$ cat src/rtl/spc_pkg.sv
package spc_pkg;

  localparam int unsigned DMASK_W = 16;

  typedef enum logic {ST_HEAD, ST_BODY} spc_state_e;

  // True when a run of ones of length run is an allowed delimiter.
  function automatic logic run_is_delim(input logic [DMASK_W-1:0] mask,
                                        input logic [7:0] run);
    return (run != 8'd0) && (run < 8'(DMASK_W)) && mask[run[3:0]];
  endfunction

  function automatic int unsigned delim_longest(input logic [DMASK_W-1:0] mask);
    int unsigned r;
    r = 0;
    for (int i = 1; i < DMASK_W; i++) if (mask[i]) r = i;
    return r;
  endfunction

  function automatic int unsigned delim_shortest(input logic [DMASK_W-1:0] mask);
    int unsigned r;
    r = 0;
    for (int i = DMASK_W - 1; i >= 1; i--) if (mask[i]) r = i;
    return r;
  endfunction

endpackage

$ cat src/rtl/spc_run_track.sv
module spc_run_track #(
  parameter int unsigned RUN_SAT = 4,
  parameter int unsigned RUN_W   = 3
) (
  input  logic             clk,
  input  logic             rst_n,
  input  logic             clr,
  input  logic             push,
  input  logic             bit_in,
  output logic [RUN_W-1:0] run_q,
  output logic [RUN_W-1:0] run_nx
);

  // Length of the current run of ones, saturating one above the longest delimiter.
  always_comb begin
    if (!bit_in)                       run_nx = '0;
    else if (run_q == RUN_W'(RUN_SAT)) run_nx = run_q;
    else                               run_nx = run_q + RUN_W'(1);
  end

  always_ff @(posedge clk or negedge rst_n) begin
    if (!rst_n)    run_q <= '0;
    else if (clr)  run_q <= '0;
    else if (push) run_q <= run_nx;
  end

  a_r5_run_saturates: assert property (@(posedge clk) disable iff (!rst_n)
    run_q <= RUN_W'(RUN_SAT));

endmodule

$ cat src/rtl/spc_collect.sv
module spc_collect #(
  parameter int unsigned MAX_LEN = 32,
  parameter int unsigned LEN_W   = 6
) (
  input  logic               clk,
  input  logic               rst_n,
  input  logic               clr,
  input  logic               push,
  input  logic               bit_in,
  output logic [MAX_LEN-1:0] bits_q,
  output logic [LEN_W-1:0]   len_q,
  output logic [MAX_LEN-1:0] bits_nx,
  output logic [LEN_W-1:0]   len_nx,
  output logic               full
);

  assign bits_nx = {bits_q[MAX_LEN-2:0], bit_in};
  assign len_nx  = len_q + LEN_W'(1);
  assign full    = (len_q == LEN_W'(MAX_LEN));

  always_ff @(posedge clk or negedge rst_n) begin
    if (!rst_n) begin
      bits_q <= '0;
      len_q  <= '0;
    end else if (clr) begin
      bits_q <= '0;
      len_q  <= '0;
    end else if (push) begin
      bits_q <= bits_nx;
      len_q  <= len_nx;
    end
  end

  a_r7_len_bound: assert property (@(posedge clk) disable iff (!rst_n)
    len_q <= LEN_W'(MAX_LEN));

  a_r7_no_push_when_full: assert property (@(posedge clk) disable iff (!rst_n)
    full |-> !push);

endmodule

$ cat src/rtl/spc_head.sv
module spc_head #(
  parameter int unsigned FIRST_W = 2,
  parameter int unsigned CNT_W   = 1
) (
  input  logic               clk,
  input  logic               rst_n,
  input  logic               clr,
  input  logic               push,
  input  logic               bit_in,
  output logic [FIRST_W-1:0] val_q,
  output logic [FIRST_W-1:0] val_nx,
  output logic               done
);

  logic [CNT_W-1:0] cnt_q;

  generate
    if (FIRST_W == 1) begin : g_one
      assign val_nx = bit_in;
    end else begin : g_many
      assign val_nx = {val_q[FIRST_W-2:0], bit_in};
    end
  endgenerate

  // The bit being pushed completes the head field.
  assign done = (cnt_q == CNT_W'(FIRST_W - 1));

  always_ff @(posedge clk or negedge rst_n) begin
    if (!rst_n) begin
      val_q <= '0;
      cnt_q <= '0;
    end else if (clr) begin
      val_q <= '0;
      cnt_q <= '0;
    end else if (push) begin
      val_q <= val_nx;
      cnt_q <= done ? '0 : cnt_q + CNT_W'(1);
    end
  end

  a_r1_cnt_range: assert property (@(posedge clk) disable iff (!rst_n)
    cnt_q <= CNT_W'(FIRST_W - 1));

endmodule

$ cat src/rtl/spc_pair_decoder.sv
module spc_pair_decoder
  import spc_pkg::*;
#(
  parameter int unsigned          FIRST_W    = 2,
  parameter int unsigned          MAX_LEN    = 32,
  parameter logic [DMASK_W-1:0]   DELIM_MASK = 16'h000C,
  parameter int unsigned          LEN_W      = $clog2(MAX_LEN + 1)
) (
  input  logic               clk,
  input  logic               rst_n,
  input  logic               in_valid,
  input  logic               in_bit,
  input  logic               in_last,
  output logic               in_ready,
  output logic               out_valid,
  input  logic               out_ready,
  output logic [FIRST_W-1:0] out_first,
  output logic [MAX_LEN-1:0] out_bits,
  output logic [LEN_W-1:0]   out_len,
  output logic               out_err
);

  localparam int unsigned MAX_DELIM = delim_longest(DELIM_MASK);
  localparam int unsigned MIN_DELIM = delim_shortest(DELIM_MASK);
  localparam int unsigned RUN_SAT   = MAX_DELIM + 1;
  localparam int unsigned RUN_W     = $clog2(RUN_SAT + 1);
  localparam int unsigned CNT_W     = (FIRST_W > 1) ? $clog2(FIRST_W) : 1;

  spc_state_e state_q, state_d;

  logic [FIRST_W-1:0] head_q, head_nx;
  logic               head_done;
  logic [MAX_LEN-1:0] col_bits, col_bits_nx;
  logic [LEN_W-1:0]   col_len, col_len_nx;
  logic               col_full;
  logic [RUN_W-1:0]   run_q, run_nx;

  // Named internal events
  logic in_body, ev_term, ev_ovf, hold_bit, take, acc;
  logic head_push, body_push, enter_body, emit;
  logic run_delim, run_delim_nx;

  assign in_body      = (state_q == ST_BODY);
  assign run_delim    = run_is_delim(DELIM_MASK, 8'(run_q));
  assign run_delim_nx = run_is_delim(DELIM_MASK, 8'(run_nx));
  assign ev_term      = in_body && !in_bit && run_delim;
  assign ev_ovf       = in_body && !ev_term && col_full;
  assign hold_bit     = ev_term || ev_ovf;
  assign take         = in_valid && !out_valid;
  assign acc          = take && !hold_bit;
  assign head_push    = acc && !in_body;
  assign body_push    = acc && in_body;
  assign emit         = take && (hold_bit || in_last);
  assign enter_body   = head_push && head_done && !in_last;
  assign in_ready     = !out_valid && !hold_bit;

  spc_head #(.FIRST_W(FIRST_W), .CNT_W(CNT_W)) u_head (
    .clk(clk), .rst_n(rst_n), .clr(emit), .push(head_push), .bit_in(in_bit),
    .val_q(head_q), .val_nx(head_nx), .done(head_done)
  );

  spc_collect #(.MAX_LEN(MAX_LEN), .LEN_W(LEN_W)) u_col (
    .clk(clk), .rst_n(rst_n), .clr(emit || enter_body), .push(body_push),
    .bit_in(in_bit), .bits_q(col_bits), .len_q(col_len),
    .bits_nx(col_bits_nx), .len_nx(col_len_nx), .full(col_full)
  );

  spc_run_track #(.RUN_SAT(RUN_SAT), .RUN_W(RUN_W)) u_run (
    .clk(clk), .rst_n(rst_n), .clr(emit || enter_body), .push(body_push),
    .bit_in(in_bit), .run_q(run_q), .run_nx(run_nx)
  );

  always_comb begin
    state_d = state_q;
    if (emit)            state_d = ST_HEAD;
    else if (enter_body) state_d = ST_BODY;
  end

  always_ff @(posedge clk or negedge rst_n) begin
    if (!rst_n) state_q <= ST_HEAD;
    else        state_q <= state_d;
  end

  // Output record register
  always_ff @(posedge clk or negedge rst_n) begin
    if (!rst_n) begin
      out_valid <= 1'b0;
      out_first <= '0;
      out_bits  <= '0;
      out_len   <= '0;
      out_err   <= 1'b0;
    end else if (emit) begin
      out_valid <= 1'b1;
      if (!in_body) begin
        out_first <= head_nx;
        out_bits  <= '0;
        out_len   <= '0;
        out_err   <= 1'b1;
      end else if (hold_bit) begin
        out_first <= head_q;
        out_bits  <= col_bits;
        out_len   <= col_len;
        out_err   <= ev_ovf;
      end else begin
        out_first <= head_q;
        out_bits  <= col_bits_nx;
        out_len   <= col_len_nx;
        out_err   <= !run_delim_nx;
      end
    end else if (out_ready) begin
      out_valid <= 1'b0;
    end
  end

  a_r9_record_held: assert property (@(posedge clk) disable iff (!rst_n)
    out_valid && !out_ready |=> out_valid && $stable(out_bits) && $stable(out_len)
      && $stable(out_first) && $stable(out_err));

  a_r9_input_stalled: assert property (@(posedge clk) disable iff (!rst_n)
    out_valid |-> !in_ready);

  a_r3_term_emits_ok: assert property (@(posedge clk) disable iff (!rst_n)
    take && ev_term |=> out_valid && !out_err);

  a_r7_ovf_emits_err: assert property (@(posedge clk) disable iff (!rst_n)
    take && ev_ovf |=> out_valid && out_err && out_len == LEN_W'(MAX_LEN));

  a_r4_ok_min_len: assert property (@(posedge clk) disable iff (!rst_n)
    out_valid && !out_err |-> out_len >= LEN_W'(MIN_DELIM));

endmodule

$ cat config.mk
export PLATFORM = sky130hd
export DESIGN_NAME = spc_pair_decoder
export DESIGN_NICKNAME = d
export VERILOG_FILES = /design/src/rtl/spc_pkg.sv /design/src/rtl/spc_run_track.sv /design/src/rtl/spc_collect.sv /design/src/rtl/spc_head.sv /design/src/rtl/spc_pair_decoder.sv
export SDC_FILE = /design/constraint.sdc
export NUM_CORES = 1
export LEC_CHECK = 0
export BUFFER_PORTS_ARGS = -buffer_cell sky130_fd_sc_hd__buf_2
export CAP_MARGIN = 20
export CORE_MARGIN = 8
export CORE_UTILIZATION = 55
export CTS_BUF_LIST = sky130_fd_sc_hd__clkbuf_16
export CTS_CLUSTER_SIZE = 10
export DETAILED_ROUTE_END_ITERATION = 6
export PLACE_DENSITY = 0.73
export SLEW_MARGIN = 20
export SYNTH_ARGS = -nofsm -noshare
export SYNTH_HDL_FRONTEND = slang
export SYNTH_HIERARCHICAL = 1
export SYNTH_SLANG_ARGS = --single-unit
export TNS_END_PERCENT = 50
$ cat constraint.sdc
create_clock -name clk -period 7 [get_ports clk]
set_input_delay 0 -clock clk [delete_from_list [all_inputs] [get_ports clk]]
set_output_delay 0 -clock clk [all_outputs]
set_load 0.005 [all_outputs]
# Word level (Yosys, flattened, before mapping)
# Memory sizes are Yosys's and may differ from the RTL's.
# Index checks and enable logic that the tools add are counted.
classes:
  order_cmp: 2
  n_mux: 26
  n_addsub: 3
  n_eq_ne: 2
  reduce_logical: 30
ops:
  columns: ["cell", "count"]
  rows:
  - ["$mux 32", 4]
  - ["$mux 6", 4]
  - ["$logic_and 1x1->1", 14]
  - ["$mux 3", 4]
  - ["$mux 1", 11]
  - ["$lt 3x5->1 const B", 2]
  - ["$reduce_bool 2->1", 4]
  - ["$logic_not 1->1", 7]
  - ["$add 6x1->6 const B", 1]
  - ["$eq 6x6->1 const B", 1]
  - ["$mux 2", 3]
  - ["$reduce_bool 3->1", 2]
  - ["$add 3x1->3 const B", 1]
  - ["$eq 3x3->1 const B", 1]
  - ["$logic_or 1x1->1", 3]
  - ["$add 1x1->1 const B", 1]
totals:
  memories: 2
  input_bits: 6
  regBits: 87
  mem_bits_ro: 16
  output_inout_bits: 43
  elab_cells: 76
mem_list:
  columns: ["memory", "depth", "width", "read_ports", "rd_ports_with_merged_regs", "wr", "line", "text"]
  rows:
  - ["(name not given)", 8, 1, 1, 0, 0, "spc_pkg.sv:10", "return (run != 8'd0) && (run < 8'(DMASK_W)) && mask[run[3:0]];"]
  - ["(name not given)", 8, 1, 1, 0, 0, "spc_pkg.sv:10", null]

# Longest topological paths before layout
logic_depth:
  word_depth: 15
  mapped_depth: 11
  mapped_depth_nobuf: 9

# Cells and area by module
# The synthesis kept the hierarchy.
by_module_without_submodules:
  columns: ["mod", "area_per_inst_um2", "instances", "cells_each", "seq_area_each_um2"]
  rows:
  - ["spc_pair_decoder", 2312.2, 1, 246, 1076.0]
  - ["spc_collect", 1894.3, 1, 175, 950.9]
  - ["spc_run_track", 207.7, 1, 23, 75.1]
  - ["spc_head", 130.1, 1, 11, 75.1]

# Least setup slack after synthesis
# OpenSTA, ideal clock, no wires.
synth_path:
  kind: "register to register"
  from: "reg u_col.len_q[0]"
  to: "reg u_col.bits_q[10]"
  t_required_ns: 6.868
  n_path_buf: 2
  slack_ns: 4.368
  t_arrival_ns: 2.500
  period_less_slack_ns: 2.632
  path_stages_with_launch: 11
  cell_sequence: "dfrtp_1 > inv_1 > ha_1 > nand2_1 > nor4_1 > nor2_1 > a211oi_4 > nand2b_1 > buf_2 > clkbuf_1 > nor2_1"
synth_between:
  elab_chain_cells: 10
  elab_cells_between_ends: 14
  classes_between: "1 x eq/ne; 1 x mux; 12 x reduce/logical"
synth_lines:
  columns: ["item", "line", "text"]
  rows:
  - ["from (decl)", "spc_collect.sv:11", "output logic [LEN_W-1:0] len_q,"]
  - ["from (signal assigned)", "spc_collect.sv:30", "len_q <= len_nx;"]
  - ["$eq 6x6->1 (*)", "spc_collect.sv:19", "assign full = (len_q == LEN_W'(MAX_LEN));"]
  - ["net col_full", "spc_pair_decoder.sv:35", "logic col_full;"]
  - ["$logic_and 1x1->1 (*)", "spc_pair_decoder.sv:47", "assign ev_ovf = in_body && !ev_term && col_full;"]
  - ["$logic_or 1x1->1 (*)", "spc_pair_decoder.sv:48", "assign hold_bit = ev_term || ev_ovf;"]
  - ["$logic_not 1->1", "spc_pair_decoder.sv:50", "assign acc = take && !hold_bit;"]
  - ["$logic_and 1x1->1", "spc_pair_decoder.sv:50", null]
  - ["$logic_and 1x1->1", "spc_pair_decoder.sv:51", "assign head_push = acc && !in_body;"]
  - ["$logic_and 1x1->1 (2 in series)", "spc_pair_decoder.sv:54", "assign enter_body = head_push && head_done && !in_last;"]
  - ["$logic_or 1x1->1", "spc_pair_decoder.sv:63", ".clk(clk), .rst_n(rst_n), .clr(emit || enter_body), .push(body_push),"]
  - ["$mux 32 / $reduce_bool 2->1 (equally long branches)", null, null]
  - ["to (signal assigned)", "spc_collect.sv:29", "bits_q <= bits_nx;"]
  - ["to (decl)", "spc_collect.sv:10", "output logic [MAX_LEN-1:0] bits_q,"]
# The timed path passes the listed nets; every way through them passes the cells marked *.
# A chain may end at the register's enable or synchronous reset.

# Worst setup path after layout
layout_path:
  from: "reg u_col.len_q[0]"
  to: "reg out_first[0]"
layout_between:
  elab_chain_cells: 5
layout_lines:
  columns: ["item", "line", "text"]
  rows:
  - ["$eq 6x6->1", "spc_collect.sv:19", null]
  - ["net col_full", "spc_pair_decoder.sv:35", null]
  - ["$logic_and 1x1->1", "spc_pair_decoder.sv:47", null]
  - ["$logic_or 1x1->1", "spc_pair_decoder.sv:48", null]
  - ["$logic_or 1x1->1", "spc_pair_decoder.sv:53", "assign emit = take && (hold_bit || in_last);"]
  - ["$logic_and 1x1->1", "spc_pair_decoder.sv:53", null]
  - ["to (signal assigned)", "spc_pair_decoder.sv:95", "out_first <= head_nx;"]
  - ["to (signal assigned)", "spc_pair_decoder.sv:100", "out_first <= head_q;"]
  - ["to (signal assigned)", "spc_pair_decoder.sv:105", "out_first <= head_q;"]
  - ["to (decl)", "spc_pair_decoder.sv:17", "output logic [FIRST_W-1:0] out_first,"]
# The timed path passes the listed nets, and every way through them passes these cells.

==> impl_metrics.json <==
{
  "antennaDiodeCount": 0,
  "finalPower_mw": 1.264,
  "tns_ps": 0,
  "synth_area_um2": 4529,
  "cts_tree": "yes",
  "fp-row-count": 33,
  "power_density_nw_per_um2": 262.5,
  "tightest_slew_ps": 920.8,
  "clockPowerShare": 0.328,
  "syn-num-nets": 463,
  "initial_core_util": 0.5597,
  "crit_required_ps": 7210,
  "fin_crit_ps": 3084,
  "wl_per_cell_um": 15.88,
  "fillers": 719,
  "ff2ff_path_depth": 9,
  "postSynthAreaPerCell_um2": 9.999,
  "cts_sinks": 87,
  "vias": 3195,
  "timing.fmax_mhz": 324.3,
  "critPathKind": "reg2reg",
  "syn_to_final_growth_pct": 6.354,
  "finalMaxSlewViolations": 0,
  "finalWirelength_um": 8943,
  "setup_viol": 0,
  "hp-class": "in2reg",
  "first_global_vias": 3378,
  "final_common_cell": "dfrtp_1",
  "die_h_um": 106.7,
  "hpwlAfterDp_um": 5453,
  "worstSetupStartpointType": "flip-flop",
  "core_um2": 8093,
  "grt_usage": 0.1654,
  "htree_levels": 3,
  "drc": 0,
  "cp.arrival_ps": 3300,
  "die_w_um": 106.7,
  "die_area_um2": 11390,
  "gr-total-overflow": 0,
  "drt_iter0_drc": 254,
  "cts_buffers": 9,
  "clk_pin_slew_ps": 60,
  "worstSetupEndpointType": "flip-flop",
  "fin_worst_skew_ps": 6.814,
  "antenna_found_initial": 0,
  "drv_cap": 0,
  "slew_headroom": 0.3835,
  "cts_root_buf": "clkbuf_16",
  "drive_above_1_share": 0.1812,
  "power_frac_comb": 0.204,
  "outcome": "finished, final reports clean",
  "p_leak_nw": 2.179,
  "post_cts_buffers": 0,
  "rsz0062_at_grt": "no",
  "ys_warn_count": 6,
  "vias_per_cell": 5.675,
  "internal-power_mw": 0.8835,
  "grt_first_pass_wirelength_um": 15600,
  "final_cell_mix": "87 x dfrtp_1, 47 x inv_1, 47 x buf_2",
  "drt-pass1-iter-count": 5,
  "place.gp.congestion": 0.7950,
  "pin_count": 49,
  "finish.net_count": 463,
  "ir_worst_vdd_uv": 148.5,
  "grt_max_degree": 88,
  "swShare": 0.3012,
  "max-clock-path-buffers": 2,
  "io_buffers": 48,
  "finalHoldViolations": 0,
  "whs_path_depth": 3,
  "crit_fanout": 41,
  "switchingPower_mw": 0.3808,
  "clock_latency_ps": 330,
  "drtAntennaViolNets": 0,
  "finalCritPeriodShare": 0.4406,
  "p_seq_frac": 0.468,
  "synthCells": 453
}
## layout make-up
cell class | instances | area, µm² | share of cell area
clock buffer | 9 | 225.2 | 0.04675
clock inverter | 7 | 33.78 | 0.007013
tap | 105 | 131.4 | 0.02727
sequential | 87 | 2177 | 0.4519
inverter | 44 | 165.2 | 0.03429
multi-input combinational | 253 | 1758 | 0.3649
timing repair buffer | 58 | 326.6 | 0.06779
## per-layer routing
metal / up-vias / GRT usage / wire length [µm]
met1: 1575 / 0.1979 / 3999
met3: 15 / 0.03299 / 333
li1: 1543 / - / -
met4: 0 / 0.07538 / 181
met5: - / 0 / 0
met2: 62 / 0.2815 / 4428
## critical path: stages (launching register included)
cell	delay, ps
dfrtp_1	450
inv_1	130
ha_1	150
nand2_1	60
nor4_2	140
buf_4	420
nor2_1	170
a211oi_4	570
buf_4	470
mux2_2	380
## final timing paths
kind	start	slack, ps	endpoint
max	u_col/len_q[0]$_DFFE_PN0P_	3920	out_first[0]$_DFFE_PN0P_
min	in_last	40	in_body$_DFFE_PN0P_
max reg2reg	u_col/len_q[0]$_DFFE_PN0P_	3920	out_first[0]$_DFFE_PN0P_
min reg2reg	out_first[1]$_DFFE_PN0P_	510	out_first[1]$_DFFE_PN0P_
max in group asynchronous	rst_n	6190	u_head/val_q[1]$_DFFE_PN0P_
min in group asynchronous	rst_n	310	out_bits[5]$_DFFE_PN0P_
## through the flow
step	utilization	hold WS, ps	worst slack [ps]	std cells	instance area [µm²]
final	0.5952	39.41	3916	563	4817
after CTS	0.5948	30.84	3957	563	4813
after floorplan	-	-295.6	4368	453	4529
after detailed placement	0.5603	273.0	3973	545	4534
after global placement	0.5603	260.1	4106	545	4534
after global routing	0.5952	47.16	3755	563	4817
## flip-flops by register name (all words and copies together) (netlist names)
register	cells
out_bits	32
u_col/bits_q	32
out_len	6
u_col/len_q	6
u_run/run_q	3
out_first	2
u_head/val_q	2
in_body	1
out_err	1
out_valid	1
u_head/done	1
## power groups by stage
stage | logic [mW] | clock network, mW | registers, mW
floorplan | 0.207 | 0 | 0.590
global placement | 0.251 | 0 | 0.598
detailed placement | 0.256 | 0 | 0.601
CTS | 0.260 | 0.427 | 0.593
global route | 0.284 | 0.450 | 0.602
finish | 0.258 | 0.415 | 0.592
## timing repair
action | CTS | global route
gates resized for setup | 0 | 0
endpoints found under the hold margin | 88 | 0
hold buffers | 2 | 0
No activity file was read; power rests on OpenSTA's default activity.
